File: src/rtl/gpio_pkg.sv
package gpio_pkg;

    localparam int ADDR_W = 3;

    typedef enum logic [ADDR_W-1:0] {
        REG_LATCH = 3'd0,
        REG_DIR   = 3'd1,
        REG_PIN   = 3'd2,
        REG_CLR   = 3'd3,
        REG_SEL   = 3'd4
    } reg_addr_e;

    typedef struct packed {
        logic latch;
        logic dir;
        logic set;
        logic clr;
        logic sel;
    } wr_strobe_t;

    function automatic wr_strobe_t decode_write(input logic we, input logic [ADDR_W-1:0] addr);
        wr_strobe_t s;
        s.latch = we && (addr == REG_LATCH);
        s.dir   = we && (addr == REG_DIR);
        s.set   = we && (addr == REG_PIN);
        s.clr   = we && (addr == REG_CLR);
        s.sel   = we && (addr == REG_SEL);
        return s;
    endfunction

endpackage

File: src/rtl/gpio_sync.sv
module gpio_sync #(
    parameter int WIDTH  = 8,
    parameter int STAGES = 2
) (
    input  logic             clk,
    input  logic             rst,
    input  logic [WIDTH-1:0] d,
    output logic [WIDTH-1:0] q
);
    logic [WIDTH-1:0] stage [STAGES];

    always_ff @(posedge clk) begin
        if (rst) stage[0] <= '0;
        else     stage[0] <= d;
    end

    for (genvar s = 1; s < STAGES; s++) begin : g_stage
        always_ff @(posedge clk) begin
            if (rst) stage[s] <= '0;
            else     stage[s] <= stage[s-1];
        end
    end

    assign q = stage[STAGES-1];

    // Counts settled cycles since reset so the latency check only starts once history exists
    logic [1:0] warm;
    always_ff @(posedge clk) begin
        if (rst)            warm <= '0;
        else if (warm != 2) warm <= warm + 2'd1;
    end

    if (STAGES == 2) begin : g_chk
        p_two_edge_latency_r6: assert property (@(posedge clk) disable iff (rst)
            (warm == 2) |-> (q == $past(d, 2)));
    end
endmodule

File: src/rtl/gpio_regs.sv
module gpio_regs
    import gpio_pkg::*;
#(
    parameter int               WIDTH           = 8,
    parameter logic [WIDTH-1:0] PRIMARY_DEFAULT = '0
) (
    input  logic              clk,
    input  logic              rst,
    input  logic              we,
    input  logic [ADDR_W-1:0] addr,
    input  logic [WIDTH-1:0]  wdata,
    output logic [WIDTH-1:0]  latch_q,
    output logic [WIDTH-1:0]  dir_q,
    output logic [WIDTH-1:0]  sel_q
);
    wr_strobe_t st;
    assign st = decode_write(we, addr);

    logic [WIDTH-1:0] latch_nxt;
    always_comb begin
        latch_nxt = latch_q;
        unique case (1'b1)
            st.latch: latch_nxt = wdata;
            st.set:   latch_nxt = latch_q | wdata;
            st.clr:   latch_nxt = latch_q & wdata;
            default:  latch_nxt = latch_q;
        endcase
    end

    always_ff @(posedge clk) begin
        if (rst) begin
            latch_q <= '0;
            dir_q   <= '0;
            sel_q   <= PRIMARY_DEFAULT;
        end else begin
            latch_q <= latch_nxt;
            if (st.dir) dir_q <= wdata;
            if (st.sel) sel_q <= wdata;
        end
    end

    p_set_never_clears_r4: assert property (@(posedge clk) disable iff (rst)
        st.set |=> ((latch_q & $past(latch_q)) == $past(latch_q)));
    p_clr_never_sets_r5: assert property (@(posedge clk) disable iff (rst)
        st.clr |=> ((latch_q & ~$past(latch_q)) == '0));
    p_latch_holds_r2: assert property (@(posedge clk) disable iff (rst)
        !(st.latch || st.set || st.clr) |=> $stable(latch_q));
    p_dir_holds_r3: assert property (@(posedge clk) disable iff (rst)
        !st.dir |=> $stable(dir_q));
    p_sel_holds_r8: assert property (@(posedge clk) disable iff (rst)
        !st.sel |=> $stable(sel_q));
endmodule

File: src/rtl/gpio_pad_mux.sv
module gpio_pad_mux #(
    parameter int WIDTH = 8
) (
    input  logic [WIDTH-1:0] sel,
    input  logic [WIDTH-1:0] latch,
    input  logic [WIDTH-1:0] dir,
    input  logic [WIDTH-1:0] per_out,
    input  logic [WIDTH-1:0] per_oe,
    input  logic [WIDTH-1:0] pad_in,
    output logic [WIDTH-1:0] pad_out,
    output logic [WIDTH-1:0] pad_oe,
    output logic [WIDTH-1:0] per_in
);
    for (genvar i = 0; i < WIDTH; i++) begin : g_pin
        assign pad_out[i] = sel[i] ? per_out[i] : latch[i];
        assign pad_oe[i]  = sel[i] ? per_oe[i]  : dir[i];
        assign per_in[i]  = sel[i] & pad_in[i];
    end
endmodule

File: src/rtl/gpio_port.sv
module gpio_port
    import gpio_pkg::*;
#(
    parameter int               WIDTH           = 8,
    parameter logic [WIDTH-1:0] PRIMARY_DEFAULT = 8'hC0
) (
    input  logic              clk,
    input  logic              rst,
    input  logic [ADDR_W-1:0] bus_addr,
    input  logic              bus_we,
    input  logic [WIDTH-1:0]  bus_wdata,
    output logic [WIDTH-1:0]  bus_rdata,
    input  logic [WIDTH-1:0]  pad_in,
    output logic [WIDTH-1:0]  pad_out,
    output logic [WIDTH-1:0]  pad_oe,
    output logic [WIDTH-1:0]  per_in,
    input  logic [WIDTH-1:0]  per_out,
    input  logic [WIDTH-1:0]  per_oe
);
    logic [WIDTH-1:0] latch_q, dir_q, sel_q, pin_sync;

    gpio_sync #(.WIDTH(WIDTH), .STAGES(2)) u_sync (
        .clk(clk), .rst(rst), .d(pad_in), .q(pin_sync)
    );

    gpio_regs #(.WIDTH(WIDTH), .PRIMARY_DEFAULT(PRIMARY_DEFAULT)) u_regs (
        .clk(clk), .rst(rst), .we(bus_we), .addr(bus_addr), .wdata(bus_wdata),
        .latch_q(latch_q), .dir_q(dir_q), .sel_q(sel_q)
    );

    gpio_pad_mux #(.WIDTH(WIDTH)) u_mux (
        .sel(sel_q), .latch(latch_q), .dir(dir_q),
        .per_out(per_out), .per_oe(per_oe), .pad_in(pad_in),
        .pad_out(pad_out), .pad_oe(pad_oe), .per_in(per_in)
    );

    always_comb begin
        case (bus_addr)
            REG_LATCH: bus_rdata = latch_q;
            REG_DIR:   bus_rdata = dir_q;
            REG_PIN:   bus_rdata = pin_sync & ~sel_q;
            REG_SEL:   bus_rdata = sel_q;
            default:   bus_rdata = '0;
        endcase
    end

    p_unused_reads_zero_r9: assert property (@(posedge clk) disable iff (rst)
        (bus_addr > REG_SEL) |-> (bus_rdata == '0));
    p_clr_reads_zero_r5: assert property (@(posedge clk) disable iff (rst)
        (bus_addr == REG_CLR) |-> (bus_rdata == '0));
    p_pin_read_masked_r6: assert property (@(posedge clk) disable iff (rst)
        (bus_addr == REG_PIN) |-> ((bus_rdata & sel_q) == '0));
    p_gpio_input_undriven_r3: assert property (@(posedge clk) disable iff (rst)
        ((pad_oe & ~sel_q & ~dir_q) == '0));
    p_per_in_quiet_r7: assert property (@(posedge clk) disable iff (rst)
        ((per_in & ~sel_q) == '0));
endmodule

File: config.mk
export PLATFORM = sky130hd
export DESIGN_NAME = gpio_port
export DESIGN_NICKNAME = d
export VERILOG_FILES = /design/src/rtl/gpio_pkg.sv /design/src/rtl/gpio_sync.sv /design/src/rtl/gpio_regs.sv /design/src/rtl/gpio_pad_mux.sv /design/src/rtl/gpio_port.sv
export SDC_FILE = /design/constraint.sdc
export NUM_CORES = 1
export LEC_CHECK = 0
export BUFFER_PORTS_ARGS = -buffer_cell sky130_fd_sc_hd__buf_2
export CAP_MARGIN = 20
export CORE_ASPECT_RATIO = 0.75
export CORE_UTILIZATION = 49
export CTS_CLUSTER_SIZE = 14
export DETAILED_ROUTE_END_ITERATION = 16
export PLACE_DENSITY_LB_ADDON = 0.15
export SYNTH_ARGS = -nofsm -noshare
export SYNTH_HDL_FRONTEND = slang
export SYNTH_HIERARCHICAL = 1
export SYNTH_SLANG_ARGS = --single-unit
File: constraint.sdc
create_clock -name clk -period 1.71 [get_ports clk]
set_clock_uncertainty 0.15 [all_clocks]
set_input_delay 0.342 -clock clk [delete_from_list [all_inputs] [get_ports clk]]
set_output_delay 0.342 -clock clk [all_outputs]
set_load 0.02 [all_outputs]
# Yosys cells after proc, flatten, opt, wreduce, memory -nomap -nowiden
# Memory sizes are Yosys's and may differ from the RTL's.
# Cells that the tools add are included.
[totals] regBits=24 mem_bits_rw=16 in_bits=38 output_inout_bits=32 elab_cells=52 n_memories=1
[op_classes] eq_ne=4 muxes=23 bitwise=14 reduce_logical=7
[mem_list] memory="u_sync.stage" words=2 width=8 rd=2 rd_clocked_by_memory_dff=0 write_ports=2 line="gpio_sync.sv:10" rtl="logic [WIDTH-1:0] stage [STAGES];"
[op_table] op="one-hot mux 8 bit (4 select lines)" n=1
[op_table] op="one-hot mux 8 bit (3 select lines)" n=1
[op_table] op="two-way mux 1 bit" n=19
[op_table] op="bitwise AND 8 bit" n=2
[op_table] op="two-way mux 8 bit" n=2
[op_table] op="bitwise AND 1 bit" n=8
[op_table] op="inverter 8 bit" n=1
[op_table] op="OR 8 bit" n=1
[op_table] op="== test 3 x 2 -> 1 bit (second input constant)" n=2
[op_table] op="logical AND 1 bit" n=5
[op_table] op="== test 3 x 1 -> 1 bit (second input constant)" n=1
[op_table] op="== test 3 bit (second input constant)" n=1
[op_table] op="zero test 3 bit" n=1
[op_table] op="nonzero test 3 bit" n=1
[op_table] op="OR 1 bit" n=2

# Longest topological paths before layout
[depth] ltp_word=3 depth_mapped=4 depth_no_buf=3

# Modules after synthesis
# Netlist, hierarchy kept.
[by_module_without_submodules] module="gpio_regs" n_inst=1 cells_per_inst=91 area_each_um2=925.9 seq_area_each_um2=480.5
[by_module_without_submodules] module="gpio_sync" n_inst=1 cells_per_inst=33 area_each_um2=464.2 seq_area_each_um2=320.3
[by_module_without_submodules] module="gpio_port" n_inst=1 cells_per_inst=40 area_each_um2=294.0 seq_area_each_um2=0.0
[by_module_without_submodules] module="gpio_pad_mux" n_inst=1 cells_per_inst=24 area_each_um2=284.0 seq_area_each_um2=0.0

# Least setup slack after synthesis
# No wires, ideal clock.
[synth_timing] path_type="input port to output port" startpoint="in bus_addr[2]" endpoint="out bus_rdata[0]" arrival_time_ns=1.189 required_ns=1.218 path_slack_ns=0.029 stages=3 n_path_buf=1 path_cell_list="or2_1 > clkbuf_2 > o21ai_0"
[synth_between] elab_chain_len=2 elab_cells_between_ends=5 cone_classes="3 x eq/ne; 1 x mux; 1 x reduce/logical"
[synth_lines] item="start, declared" line="gpio_port.sv:9" rtl="input logic [ADDR_W-1:0] bus_addr,"
[synth_lines] item="== test 3 bit, or another cell as far along" line="gpio_port.sv:38" rtl="case (bus_addr)"
[synth_lines] item="one-hot mux 8 bit (4 select lines) (*)" line="gpio_port.sv:38"
[synth_lines] item="end, declared" line="gpio_port.sv:12" rtl="output logic [WIDTH-1:0] bus_rdata,"
# Mark *: on every way between the ends. The rest lies on a longest branch, timed or not.

# Worst setup path in the final report
[layout_timing] startpoint="in bus_addr[1]" endpoint="out bus_rdata[1]"
# Same word-level chain as after synthesis.

==> qor.yml <==
run_status: "finished, violations left"
power_leakage_nw: 1.24
grt_pass1_wl_mm: 7.23
r2r_slack_ns: 0.66
synth_cell_types: 32
final_nets: 312
cts_hold_buffers: 0
crit_required_ns: 1.22
critPathCaptureType: "primary output"
final_antenna_net_count: 0
ios: 70
dpl_cell_area_um2: 2490
ys_async_sr_fraction: 0
regArea_um2: 821
cp_data_arrival_time_ns: 1.28
gr-total-overflow: 0
syn-instance-count: 188
die_h_um: 56.9
grt_pass1_vias: 1508
cts_tree: "done"
multiInputGateArea_um2: 1080
start_kind: "primary input"
wire_per_inst_um: 14.2
routabilityCongestion: 0.827
clkTransAtPathRegs_ns: 0.08
via_per_inst: 5.23
slew_headroom: 0.713
cts.root.buffer_cell: "clkbuf_8"
fillers: 295
core.rowCount: 19
synth_nets: 226
drc: 0
utilization: 0.723
avgSynthCellArea_um2: 10.5
slowest_stage: "or3_1"
synth_ff_type: "dfxtp_1"
dp_hpwl_mm: 3.23
drtIter0Drc: 94
fin_area_um2: 2720
cts_buffers: 5
clock_sinks: 40
start_util: 0.524
ys_ff_latch: 40
cts_buffer_depth: 2
port_buffers: 69
grt_max_degree: 40
ys_warn_count: 6
firstDrtPassIters: 4
tightest_slew_ns: 0.429
antenna_found_initial: 0
syn2layout_area_growth_pct: 38.0
drv_cap: 0
core_um2: 3760
rsz0062_at_grt: "yes"
path_class: "primary input to primary output"
n_antenna_cell: 0
final_cell_mix: "buf_2 (59), dfxtp_1 (30), mux2i_1 (24)"
dieArea_um2: 4280
crit_chain: "buf_8 -> and2b_1 -> nor4bb_1 -> or3_1 -> buf_6"
num_vias: 1709
power.density_nw_per_um2: 809
insertion_delay_ns: 0.29
cpPeakStageDelay_ns: 0.38
period_share: 1.04
finalSetupViolations: 6
cts.htree.levels: 2
drive_above_1_share: 0.509
ys_seq_area_frac: 0.407
hold_violations: 0
track_usage: 0.226
crit_family: "simple AND/OR/NAND/NOR gates"
holdWs_ns: 0.115
clock.fmax_ghz: 0.563
final_common_cell: "buf_2"
failed_checks: "negative setup slack"
die_w_um: 75.2
hp-class: "primary input to flip-flop"
crit_buf_inv: 2
maxSlewViolCount: 0
fin_crit_ns: 1.78
synth_edf_count: 0
synth_area_um2: 1970
worst_slack_ns: -0.0667
drt_wl_total_mm: 4.64
peakVddDrop_v: 0.000564
post-place-ws_ns: -0.106
crit_path_max_fanout: 4
final cells by class:
| class | instances | share of cell area |
|---|---|---|
| well taps | 52 | 0.0240 |
| flip-flops and latches | 40 | 0.302 |
| multi-input cells | 129 | 0.398 |
| clock buffers | 7 | 0.0355 |
| repair buffers | 89 | 0.217 |
| clock inverters | 1 | 0.0111 |
| inverters | 9 | 0.0124 |
sequential cells by signal, indices dropped and copies added (netlist names):
register / cells
u_sync/stage: 16
u_regs/dir_q: 8
u_regs/latch_q: 8
u_regs/sel_q: 8
power breakdown:
part | internal (mW) | switching [mW]
Clock | 0.515 | 0.327
Sequential | 0.968 | 0.0297
Combinational | 0.188 | 0.169
worst paths after layout:
| kind | start | to | cells past startpoint |
|---|---|---|---|
| max reg2reg | u_regs/latch_q[1] | u_regs/latch_q[1] | 4 |
| max | bus_addr[1] | bus_rdata[1] | 5 |
| min reg2reg | u_sync/stage[0][4] | u_sync/stage[1][4] | 1 |
| min | pad_in[4] | u_sync/stage[0][4] | 2 |
what timing repair did:
item | in CTS | in global routing
endpoints found under the setup margin | 22 | 9
hold endpoints to repair | 0 | 0
gates resized for setup | 31 | 5
buffers inserted | 4 | 0
pin swaps | 3 | 2
cell usage after synthesis, types with 6 or more instances:
cell     count  share of area
dfxtp_1     40           0.41
mux2i_1     24           0.12
nor2_1      22          0.042
mux2_4      14           0.11
o21ai_0     14          0.036
a32o_1       8          0.041
inv_1        8          0.015
a32oi_1      7          0.031
and2_1       7          0.022
nor2b_2      7          0.031
and2b_2      6          0.027
through the flow:
step           TNS [ns]  power (mW)  instances
3_3_place_gp      -1.06        1.35        315
5_1_grt          -0.429        2.27        327
3_5_place_dp      -1.10        1.36        315
2_1_floorplan         0        1.21        188
4_1_cts         -0.0761        2.21        327
6_report         -0.132        2.20        327
logic make-up after synthesis:
kind of cell,count (synthesis),share of synthesized area
compound gates,30,0.110
xor+xnor,1,0.00445
buf+inv,19,0.0521
flops,40,0.407
mux,40,0.240
simple gates,58,0.186
per-layer routing:
metal,GRT usage,wire length [um],part of all wire,up-vias
met5,0,0,0,-
met1,0.331,2330,0.50,808
li1,-,-,-,840
met2,0.328,1980,0.43,57
met4,0.0635,20,0.0043,0
met3,0.0539,308,0.066,4
worst reg2reg max path, stage by stage (launching register included):
cell and delay [ns]:
dfxtp_2 0.33, buf_4 0.14, inv_1 0.04, o21ai_0 0.08
a32o_1 0.21
Power figures use the tool's default switching activity.
